===== src/rtl/dac_pkg.sv =====
package dac_pkg;

    typedef enum logic [2:0] {
        WHY_REG   = 3'd0,
        WHY_ROB   = 3'd1,
        WHY_SCHED = 3'd2,
        WHY_LQ    = 3'd3,
        WHY_SQ    = 3'd4,
        WHY_GROUP = 3'd5
    } why_e;

    localparam int NUM_WHY = 6;

    typedef enum logic [0:0] {
        ST_LOAD = 1'b0,
        ST_RUN  = 1'b1
    } st_e;

endpackage


===== src/rtl/dac_credit.sv =====
module dac_credit #(
    parameter int CRW = 8
) (
    input  logic           clk,
    input  logic           rst_n,
    input  logic           load,
    input  logic [CRW-1:0] cap,
    input  logic [CRW-1:0] take,
    input  logic [CRW-1:0] give,
    output logic [CRW-1:0] free
);

    // Consumption and returns both land at the edge, so returns are
    // visible to the admission logic one cycle after they arrive.
    always_ff @(posedge clk) begin
        if (!rst_n) begin
            free <= '0;
        end else if (load) begin
            free <= cap;
        end else begin
            free <= free - take + give;
        end
    end

endmodule


===== src/rtl/dac_select.sv =====
module dac_select
    import dac_pkg::*;
#(
    parameter int WIDTH_MAX = 4,
    parameter int NUM_SCHED = 2,
    parameter int CRW       = 8,
    parameter int UW        = 3,
    parameter int DW        = 2,
    parameter int SW        = 1,
    parameter int WW        = 3
) (
    input  logic                               enable,
    input  logic [WW-1:0]                      eff_width,
    input  logic                               prf_unlim,
    input  logic [CRW-1:0]                     rob_free,
    input  logic [CRW-1:0]                     prf_free,
    input  logic [NUM_SCHED-1:0][CRW-1:0]      sched_free,
    input  logic [CRW-1:0]                     lq_free,
    input  logic [CRW-1:0]                     sq_free,
    input  logic [WIDTH_MAX-1:0]               in_valid,
    input  logic [WIDTH_MAX-1:0][UW-1:0]       in_uops,
    input  logic [WIDTH_MAX-1:0][DW-1:0]       in_dsts,
    input  logic [WIDTH_MAX-1:0][SW-1:0]       in_sched,
    input  logic [WIDTH_MAX-1:0]               in_load,
    input  logic [WIDTH_MAX-1:0]               in_store,
    input  logic [WIDTH_MAX-1:0]               in_solo,
    output logic [WW-1:0]                      admit_n,
    output logic [CRW-1:0]                     take_rob,
    output logic [CRW-1:0]                     take_prf,
    output logic [NUM_SCHED-1:0][CRW-1:0]      take_sched,
    output logic [CRW-1:0]                     take_lq,
    output logic [CRW-1:0]                     take_sq,
    output logic                               stall,
    output why_e                               why
);

    logic                          going;
    logic                          closed;
    logic                          blocked;
    logic                          sched_ok;
    why_e                          cause;
    logic [CRW-1:0]                rob_r;
    logic [CRW-1:0]                prf_r;
    logic [CRW-1:0]                lq_r;
    logic [CRW-1:0]                sq_r;
    logic [NUM_SCHED-1:0][CRW-1:0] sch_r;

    // In-order walk over the head slots with running credit balances.
    always_comb begin
        admit_n    = '0;
        take_rob   = '0;
        take_prf   = '0;
        take_sched = '0;
        take_lq    = '0;
        take_sq    = '0;
        stall      = 1'b0;
        why        = WHY_REG;
        going      = enable;
        closed     = 1'b0;
        blocked    = 1'b0;
        sched_ok   = 1'b0;
        cause      = WHY_REG;
        rob_r      = rob_free;
        prf_r      = prf_free;
        lq_r       = lq_free;
        sq_r       = sq_free;
        sch_r      = sched_free;
        for (int k = 0; k < WIDTH_MAX; k++) begin
            if (going) begin
                if (!in_valid[k] || (WW'(k) >= eff_width)) begin
                    going = 1'b0;
                end else begin
                    sched_ok = 1'b0;
                    for (int s = 0; s < NUM_SCHED; s++) begin
                        if (in_sched[k] == SW'(s) && sch_r[s] != '0) begin
                            sched_ok = 1'b1;
                        end
                    end
                    blocked = 1'b1;
                    if (!prf_unlim && (CRW'(in_dsts[k]) > prf_r)) begin
                        cause = WHY_REG;
                    end else if (CRW'(in_uops[k]) > rob_r) begin
                        cause = WHY_ROB;
                    end else if (!sched_ok) begin
                        cause = WHY_SCHED;
                    end else if (in_load[k] && lq_r == '0) begin
                        cause = WHY_LQ;
                    end else if (in_store[k] && sq_r == '0) begin
                        cause = WHY_SQ;
                    end else if (closed || (in_solo[k] && k != 0)) begin
                        cause = WHY_GROUP;
                    end else begin
                        blocked = 1'b0;
                    end

                    if (blocked) begin
                        going = 1'b0;
                        stall = 1'b1;
                        why   = cause;
                    end else begin
                        admit_n  = admit_n + 1'b1;
                        rob_r    = rob_r - CRW'(in_uops[k]);
                        take_rob = take_rob + CRW'(in_uops[k]);
                        if (!prf_unlim) begin
                            prf_r    = prf_r - CRW'(in_dsts[k]);
                            take_prf = take_prf + CRW'(in_dsts[k]);
                        end
                        for (int s = 0; s < NUM_SCHED; s++) begin
                            if (in_sched[k] == SW'(s)) begin
                                sch_r[s]      = sch_r[s] - 1'b1;
                                take_sched[s] = take_sched[s] + 1'b1;
                            end
                        end
                        if (in_load[k]) begin
                            lq_r    = lq_r - 1'b1;
                            take_lq = take_lq + 1'b1;
                        end
                        if (in_store[k]) begin
                            sq_r    = sq_r - 1'b1;
                            take_sq = take_sq + 1'b1;
                        end
                        if (in_solo[k]) begin
                            closed = 1'b1;
                        end
                    end
                end
            end
        end
    end

endmodule


===== src/rtl/dac_stats.sv =====
module dac_stats #(
    parameter int WIDTH_MAX = 4,
    parameter int WW        = 3,
    parameter int CTR_W     = 16,
    parameter int NWHY      = 6
) (
    input  logic                              clk,
    input  logic                              rst_n,
    input  logic                              count_en,
    input  logic [WW-1:0]                     admit_n,
    input  logic                              stall,
    input  logic [2:0]                        why,
    output logic [NWHY-1:0][CTR_W-1:0]        stall_cnt,
    output logic [WIDTH_MAX:0][CTR_W-1:0]     hist_cnt
);

    for (genvar b = 0; b <= WIDTH_MAX; b++) begin : g_bin
        always_ff @(posedge clk) begin
            if (!rst_n) begin
                hist_cnt[b] <= '0;
            end else if (count_en && admit_n == WW'(b)) begin
                hist_cnt[b] <= hist_cnt[b] + 1'b1;
            end
        end
    end

    for (genvar r = 0; r < NWHY; r++) begin : g_why
        always_ff @(posedge clk) begin
            if (!rst_n) begin
                stall_cnt[r] <= '0;
            end else if (count_en && stall && why == 3'(r)) begin
                stall_cnt[r] <= stall_cnt[r] + 1'b1;
            end
        end
    end

endmodule


===== src/rtl/dac_dispatch_ctrl.sv =====
module dac_dispatch_ctrl
    import dac_pkg::*;
#(
    parameter int WIDTH_MAX   = 4,
    parameter int WIDTH_DEF   = 2,
    parameter int ROB_DEPTH   = 8,
    parameter int NUM_SCHED   = 2,
    parameter int SCHED_DEPTH = 4,
    parameter int LQ_DEFAULT  = 4,
    parameter int SQ_DEFAULT  = 4,
    parameter int CRW         = 8,
    parameter int UW          = 3,
    parameter int DW          = 2,
    parameter int CTR_W       = 16,
    localparam int WW         = $clog2(WIDTH_MAX + 1),
    localparam int SW         = (NUM_SCHED > 1) ? $clog2(NUM_SCHED) : 1
) (
    input  logic                              clk,
    input  logic                              rst_n,
    input  logic [WW-1:0]                     cfg_width,
    input  logic [CRW-1:0]                    cfg_prf_limit,
    input  logic [CRW-1:0]                    cfg_lq_size,
    input  logic [CRW-1:0]                    cfg_sq_size,
    input  logic [WIDTH_MAX-1:0]              in_valid,
    input  logic [WIDTH_MAX-1:0][UW-1:0]      in_uops,
    input  logic [WIDTH_MAX-1:0][DW-1:0]      in_dsts,
    input  logic [WIDTH_MAX-1:0][SW-1:0]      in_sched,
    input  logic [WIDTH_MAX-1:0]              in_load,
    input  logic [WIDTH_MAX-1:0]              in_store,
    input  logic [WIDTH_MAX-1:0]              in_solo,
    input  logic [CRW-1:0]                    ret_rob,
    input  logic [CRW-1:0]                    ret_regs,
    input  logic [NUM_SCHED-1:0]              sched_ret,
    input  logic [CRW-1:0]                    lq_ret,
    input  logic [CRW-1:0]                    sq_ret,
    output logic                              ready,
    output logic [WW-1:0]                     admit_cnt,
    output logic                              stall_flag,
    output logic [2:0]                        stall_why,
    output logic [NUM_WHY-1:0][CTR_W-1:0]     stall_cnt,
    output logic [WIDTH_MAX:0][CTR_W-1:0]     hist_cnt
);

    st_e                           state_q;
    st_e                           state_d;
    logic                          load_en;
    logic                          run_en;
    logic [WW-1:0]                 eff_w;
    logic [WW-1:0]                 width_q;
    logic                          unlim_q;
    logic [CRW-1:0]                lq_cap;
    logic [CRW-1:0]                sq_cap;
    logic [CRW-1:0]                rob_free;
    logic [CRW-1:0]                prf_free;
    logic [CRW-1:0]                lq_free;
    logic [CRW-1:0]                sq_free;
    logic [NUM_SCHED-1:0][CRW-1:0] sched_free;
    logic [CRW-1:0]                take_rob;
    logic [CRW-1:0]                take_prf;
    logic [CRW-1:0]                take_lq;
    logic [CRW-1:0]                take_sq;
    logic [NUM_SCHED-1:0][CRW-1:0] take_sched;
    logic [CRW-1:0]                prf_give;
    why_e                          why;

    // State register.
    always_ff @(posedge clk) begin
        if (!rst_n) begin
            state_q <= ST_LOAD;
        end else begin
            state_q <= state_d;
        end
    end

    // Next state and state-decoded controls.
    always_comb begin
        state_d = state_q;
        load_en = 1'b0;
        run_en  = 1'b0;
        unique case (state_q)
            ST_LOAD: begin
                load_en = 1'b1;
                state_d = ST_RUN;     // LOAD_DONE
            end
            ST_RUN: begin
                run_en  = 1'b1;
                state_d = ST_RUN;     // RUN_HOLD
            end
        endcase
    end

    assign ready = run_en;

    // Configuration resolution, sampled while loading.
    always_comb begin
        if (cfg_width == '0) begin
            eff_w = WW'(WIDTH_DEF);
        end else if (cfg_width > WW'(WIDTH_MAX)) begin
            eff_w = WW'(WIDTH_MAX);
        end else begin
            eff_w = cfg_width;
        end
    end

    assign lq_cap   = (cfg_lq_size == '0) ? CRW'(LQ_DEFAULT) : cfg_lq_size;
    assign sq_cap   = (cfg_sq_size == '0) ? CRW'(SQ_DEFAULT) : cfg_sq_size;
    assign prf_give = unlim_q ? '0 : ret_regs;

    always_ff @(posedge clk) begin
        if (!rst_n) begin
            width_q <= WW'(WIDTH_DEF);
            unlim_q <= 1'b0;
        end else if (load_en) begin
            width_q <= eff_w;
            unlim_q <= (cfg_prf_limit == '0);
        end
    end

    // Credit pools.
    dac_credit #(.CRW(CRW)) u_rob (
        .clk(clk), .rst_n(rst_n), .load(load_en), .cap(CRW'(ROB_DEPTH)),
        .take(take_rob), .give(ret_rob), .free(rob_free)
    );

    dac_credit #(.CRW(CRW)) u_prf (
        .clk(clk), .rst_n(rst_n), .load(load_en), .cap(cfg_prf_limit),
        .take(take_prf), .give(prf_give), .free(prf_free)
    );

    dac_credit #(.CRW(CRW)) u_lq (
        .clk(clk), .rst_n(rst_n), .load(load_en), .cap(lq_cap),
        .take(take_lq), .give(lq_ret), .free(lq_free)
    );

    dac_credit #(.CRW(CRW)) u_sq (
        .clk(clk), .rst_n(rst_n), .load(load_en), .cap(sq_cap),
        .take(take_sq), .give(sq_ret), .free(sq_free)
    );

    for (genvar s = 0; s < NUM_SCHED; s++) begin : g_sched
        dac_credit #(.CRW(CRW)) u_slot (
            .clk(clk), .rst_n(rst_n), .load(load_en), .cap(CRW'(SCHED_DEPTH)),
            .take(take_sched[s]), .give(CRW'(sched_ret[s])), .free(sched_free[s])
        );
    end

    // Group formation.
    dac_select #(
        .WIDTH_MAX(WIDTH_MAX), .NUM_SCHED(NUM_SCHED), .CRW(CRW),
        .UW(UW), .DW(DW), .SW(SW), .WW(WW)
    ) u_sel (
        .enable(run_en), .eff_width(width_q), .prf_unlim(unlim_q),
        .rob_free(rob_free), .prf_free(prf_free), .sched_free(sched_free),
        .lq_free(lq_free), .sq_free(sq_free),
        .in_valid(in_valid), .in_uops(in_uops), .in_dsts(in_dsts),
        .in_sched(in_sched), .in_load(in_load), .in_store(in_store),
        .in_solo(in_solo),
        .admit_n(admit_cnt), .take_rob(take_rob), .take_prf(take_prf),
        .take_sched(take_sched), .take_lq(take_lq), .take_sq(take_sq),
        .stall(stall_flag), .why(why)
    );

    assign stall_why = why;

    // Statistics.
    dac_stats #(
        .WIDTH_MAX(WIDTH_MAX), .WW(WW), .CTR_W(CTR_W), .NWHY(NUM_WHY)
    ) u_stats (
        .clk(clk), .rst_n(rst_n), .count_en(run_en), .admit_n(admit_cnt),
        .stall(stall_flag), .why(stall_why),
        .stall_cnt(stall_cnt), .hist_cnt(hist_cnt)
    );

endmodule


===== config.mk =====
export PLATFORM = sky130hd
export DESIGN_NAME = dac_dispatch_ctrl
export DESIGN_NICKNAME = d
export VERILOG_FILES = /design/src/rtl/dac_pkg.sv /design/src/rtl/dac_credit.sv /design/src/rtl/dac_select.sv /design/src/rtl/dac_stats.sv /design/src/rtl/dac_dispatch_ctrl.sv
export SDC_FILE = /design/constraint.sdc
export NUM_CORES = 1
export LEC_CHECK = 0
export BUFFER_PORTS_ARGS = -buffer_cell sky130_fd_sc_hd__buf_2
export CELL_PAD_IN_SITES_DETAIL_PLACEMENT = 1
export CELL_PAD_IN_SITES_GLOBAL_PLACEMENT = 1
export CORE_MARGIN = 2
export CORE_UTILIZATION = 36
export CTS_BUF_LIST = sky130_fd_sc_hd__clkbuf_4
export CTS_CLUSTER_SIZE = 30
export DETAILED_ROUTE_END_ITERATION = 7
export MAX_ROUTING_LAYER = met4
export PLACE_DENSITY = 0.76
export SLEW_MARGIN = 25
export SYNTH_ARGS = -nofsm -noshare
export SYNTH_HDL_FRONTEND = slang
export SYNTH_SLANG_ARGS = --single-unit

===== constraint.sdc =====
create_clock -name clk -period 13.5 [get_ports clk]
set_input_delay 1.35 -clock clk [delete_from_list [all_inputs] [get_ports clk]]
set_output_delay 1.35 -clock clk [all_outputs]
set_load 0.005 [all_outputs]

==> metrics.csv <==
metric,value,unit
synth-compound-area-share,0.169,
ys_seq_elements,229,
synth_edf_count,0,
worstPathRequired,14.19,ns
syn-cell-area,0.0196,sq mm
n_fill_cell,6728,
start_util,0.364,
numCtsBuffers,70,
fp-row-count,85,
yosys_warnings,0,
cp-start-kind,input port,
p_leak,9.69,nW
rr_endpoint,u_lq.free[7],
startpoint,in_dsts[0],
synthArstFlopShare,0,
synth-simple-area-share,0.292,
totalPowerFinal,3.17,mW
drt-pass1-iter-count,6,
place_area,0.0217,sq mm
status,completed,
finalCritPeriodShare,0.925,
cp_max_fo,14,
clkTransAtPathRegs,0.06,ns
dp_hpwl,56.9,mm
portBuffers,286,
clock-sinks,229,
pwr_density_cell,140,mW/mm^2
finalHoldViolCount,0,
pre_cts_ws,-0.237,ns
synth_top_family_by_area,simple AND/OR/NAND/NOR gates,
grt_pass1_vias,21800,
slowest_delay,0.51,ns
slew_viol_final,0,
synth_mux_area_frac,0.0421,
drive_gt1_frac,0.174,
gp_congestion,0.933,
ys.flop_type,dfxtp_1,
area_growth,15.3,%
antenna_found_initial,14,
io_pins,287,
maxCapViolations,0,
max_freq,80.1,MHz
synth_adder_area_share,0.129,
die_w,238,um
root_buffer,clkbuf_4,
avgViaCountPerCell,5.81,
crit_type,in -> reg,
worstHoldPathType,reg -> reg,
grt_overflow,0,
fin_crit,12.49,ns
slew_headroom,0.349,
nNetsFinal,3105,
vias,20800,
grt_pass1_wl,117,mm
ir_worst_vdd,0.0716,mV
worstMarginPinSlew,0.976,ns
seq_area_frac_synth,0.233,
remaining_drc_errors,0,
routedWlPerCell,20.7,um
whs,0.482,ns
cts_buffer_depth,3,
postLayoutCellArea,0.0226,sq mm
avgSynthCellArea,7.74,sq um
synth-xor-area-share,0.0723,
setup_ws,1.01,ns
crit_path_end_kind,flip-flop,
synthCells,2538,
syn_nets,2824,
reg2reg_slack,1.26,ns
worst_path_most_repeated_cell,nor2_1,
die_area,0.0564,sq mm
ys_types,95,
seq_area,0.00459,sq mm
setup_violations,0,
ant_nets,0,
cts_max_level,3,
first_iter_violations,1089,
multi_input_area,0.0139,sq mm
clock_skew,0.0795,ns
grt_max_degree,86,
wl,73.8,mm
grt_util_all_layers,0.266,
die_h,238,um
reg2reg_depth,53,
cts_tree,done,
core_area,0.0539,sq mm
insertion_delay,0.85,ns
endpoint,u_lq.free[7],
r2r_start,u_prf.free[0],
cp.arrival,13.18,ns
slowest_stage,nor4_4,
==> state kept, by name, indices dropped and copies added, names as in the netlist <==
register / flops
u_sq.free: 8
u_lq.free: 8
width_q: 3
u_stats.hist_cnt: 80
u_stats.stall_cnt: 96
g_sched.u_slot.free: 16
u_prf.free: 8
state_q: 1
unlim_q: 1
u_rob.free: 8
==> report_power, final <==
| group | total [mW] | switching, mW | internal (mW) | leakage (nW) |
|---|---|---|---|---|
| logic | 1.67 | 1.06 | 0.608 | 7.32 |
| clock network | 0.710 | 0.348 | 0.363 | 0.509 |
| registers | 0.791 | 0.0709 | 0.720 | 1.86 |
| total | 3.17 | 1.48 | 1.69 | 9.69 |
==> logic make-up (layout without fill, tap and decap cells) <==
family	Yosys count	after routing
adders and majority gates	183	183
buffers and inverters	306	628
xor gates and xnor gates	162	162
AOI/OAI and AO/OA	503	503
muxes	81	81
and+or+nand+nor	1074	1074
DFF	229	229
other	0	16
==> layer usage <==
layer	track usage	vias to the layer above	routed length (um)	part of all wire
li1	-	9754	-	-
met1	0.299	10200	29600	0.40
met2	0.452	590	36100	0.49
met3	0.0599	182	5230	0.071
met4	0.119	0	2920	0.040
met5	-	-	0	0
==> worst max-delay path, delay by kind of cell <==
family,cells,cell delay (ns)
simple gates,21,4.91
compound gates,16,3.20
fa+ha+maj,9,2.79
buf+inv,4,0.39
mux,2,0.39
xor+xnor,1,0.10
==> what timing repair did <==
action                                  in CTS  in global routing
endpoints found under the setup margin       0                 21
hold endpoints to repair                     0                  0
gates resized for setup                      0                  3
setup buffers                                0                  0
hold buffers                                 0                  0
==> Yosys cell counts (8+ instances only) <==
cell | n | area [sq um]
xor2_1 | 47 | 412
nand4b_1 | 13 | 114
nand4_1 | 70 | 438
nand2_1 | 204 | 766
a31oi_1 | 13 | 81.3
a31o_2 | 17 | 149
o21ai_0 | 81 | 405
nand2b_1 | 45 | 282
buf_2 | 12 | 60.1
nor4b_1 | 8 | 70.1
and3_1 | 64 | 400
mux2i_1 | 68 | 681
o31ai_1 | 53 | 398
mux2_2 | 12 | 135
dfxtp_1 | 229 | 4580
or4_1 | 48 | 360
nand3_1 | 125 | 626
nor2b_1 | 19 | 119
nand3b_1 | 9 | 67.6
o41ai_1 | 14 | 123
xnor2_1 | 115 | 1010
nor4_1 | 40 | 250
nor2_1 | 211 | 792
fa_1 | 33 | 661
and4_1 | 12 | 105
and2_1 | 37 | 231
o21bai_1 | 8 | 60.1
ha_1 | 150 | 1880
o31a_1 | 11 | 96.3
or3_1 | 48 | 300
clkbuf_1 | 85 | 319
or2_2 | 12 | 75.1
nor3_1 | 71 | 355
a21o_1 | 34 | 255
inv_1 | 190 | 713
a21oi_1 | 181 | 906
o311ai_0 | 8 | 70.1
o21a_1 | 9 | 67.6
==> placed cells by master, fill, tap and decap left out, types with 48 or more instances in the layout <==
master | netlist | routed
or4_1 | 48 | 48
nand3_1 | 125 | 125
ha_1 | 150 | 150
o31ai_1 | 53 | 53
inv_1 | 190 | 190
nand4_1 | 70 | 70
xnor2_1 | 115 | 115
mux2i_1 | 68 | 68
nor2_1 | 211 | 211
buf_2 | 12 | 285
or3_1 | 48 | 48
o21ai_0 | 81 | 81
nand2_1 | 204 | 203
nor3_1 | 71 | 70
a21oi_1 | 181 | 181
clkbuf_4 | 0 | 95
dfxtp_1 | 229 | 228
and3_1 | 64 | 63
==> worst min path at each step <==
stage,slack (ns),start,to,cells past startpoint
floorplan,0.46,u_stats.hist_cnt[79],u_stats.hist_cnt[79],2
global placement,0.45,u_stats.hist_cnt[79],u_stats.hist_cnt[79],2
detailed placement,0.47,u_stats.stall_cnt[63],u_stats.stall_cnt[63],2
CTS,0.48,u_stats.hist_cnt[9],u_stats.hist_cnt[9],2
global route,0.51,u_stats.hist_cnt[9],u_stats.hist_cnt[9],2
finish,0.48,u_stats.stall_cnt[63],u_stats.stall_cnt[63],2
==> area by class of cell <==
class | instances | share of cell area
tap | 696 | 0.0385
timing repair buffer | 320 | 0.0746
clock buffer | 95 | 0.0315
sequential | 229 | 0.203
antenna | 16 | 0.00177
clock inverter | 18 | 0.00608
inverter | 195 | 0.0325
multi-input combinational | 2003 | 0.612
==> per-stage QoR <==
stage	util	std cells	setup TNS, ns
floorplan	-	2538	0
global placement	0.403	3443	0
detailed placement	0.403	3443	-0.804
CTS	0.419	3556	0
global route	0.420	3570	-0.000482
finish	0.420	3572	0
No activity file was read; power rests on OpenSTA's default activity.
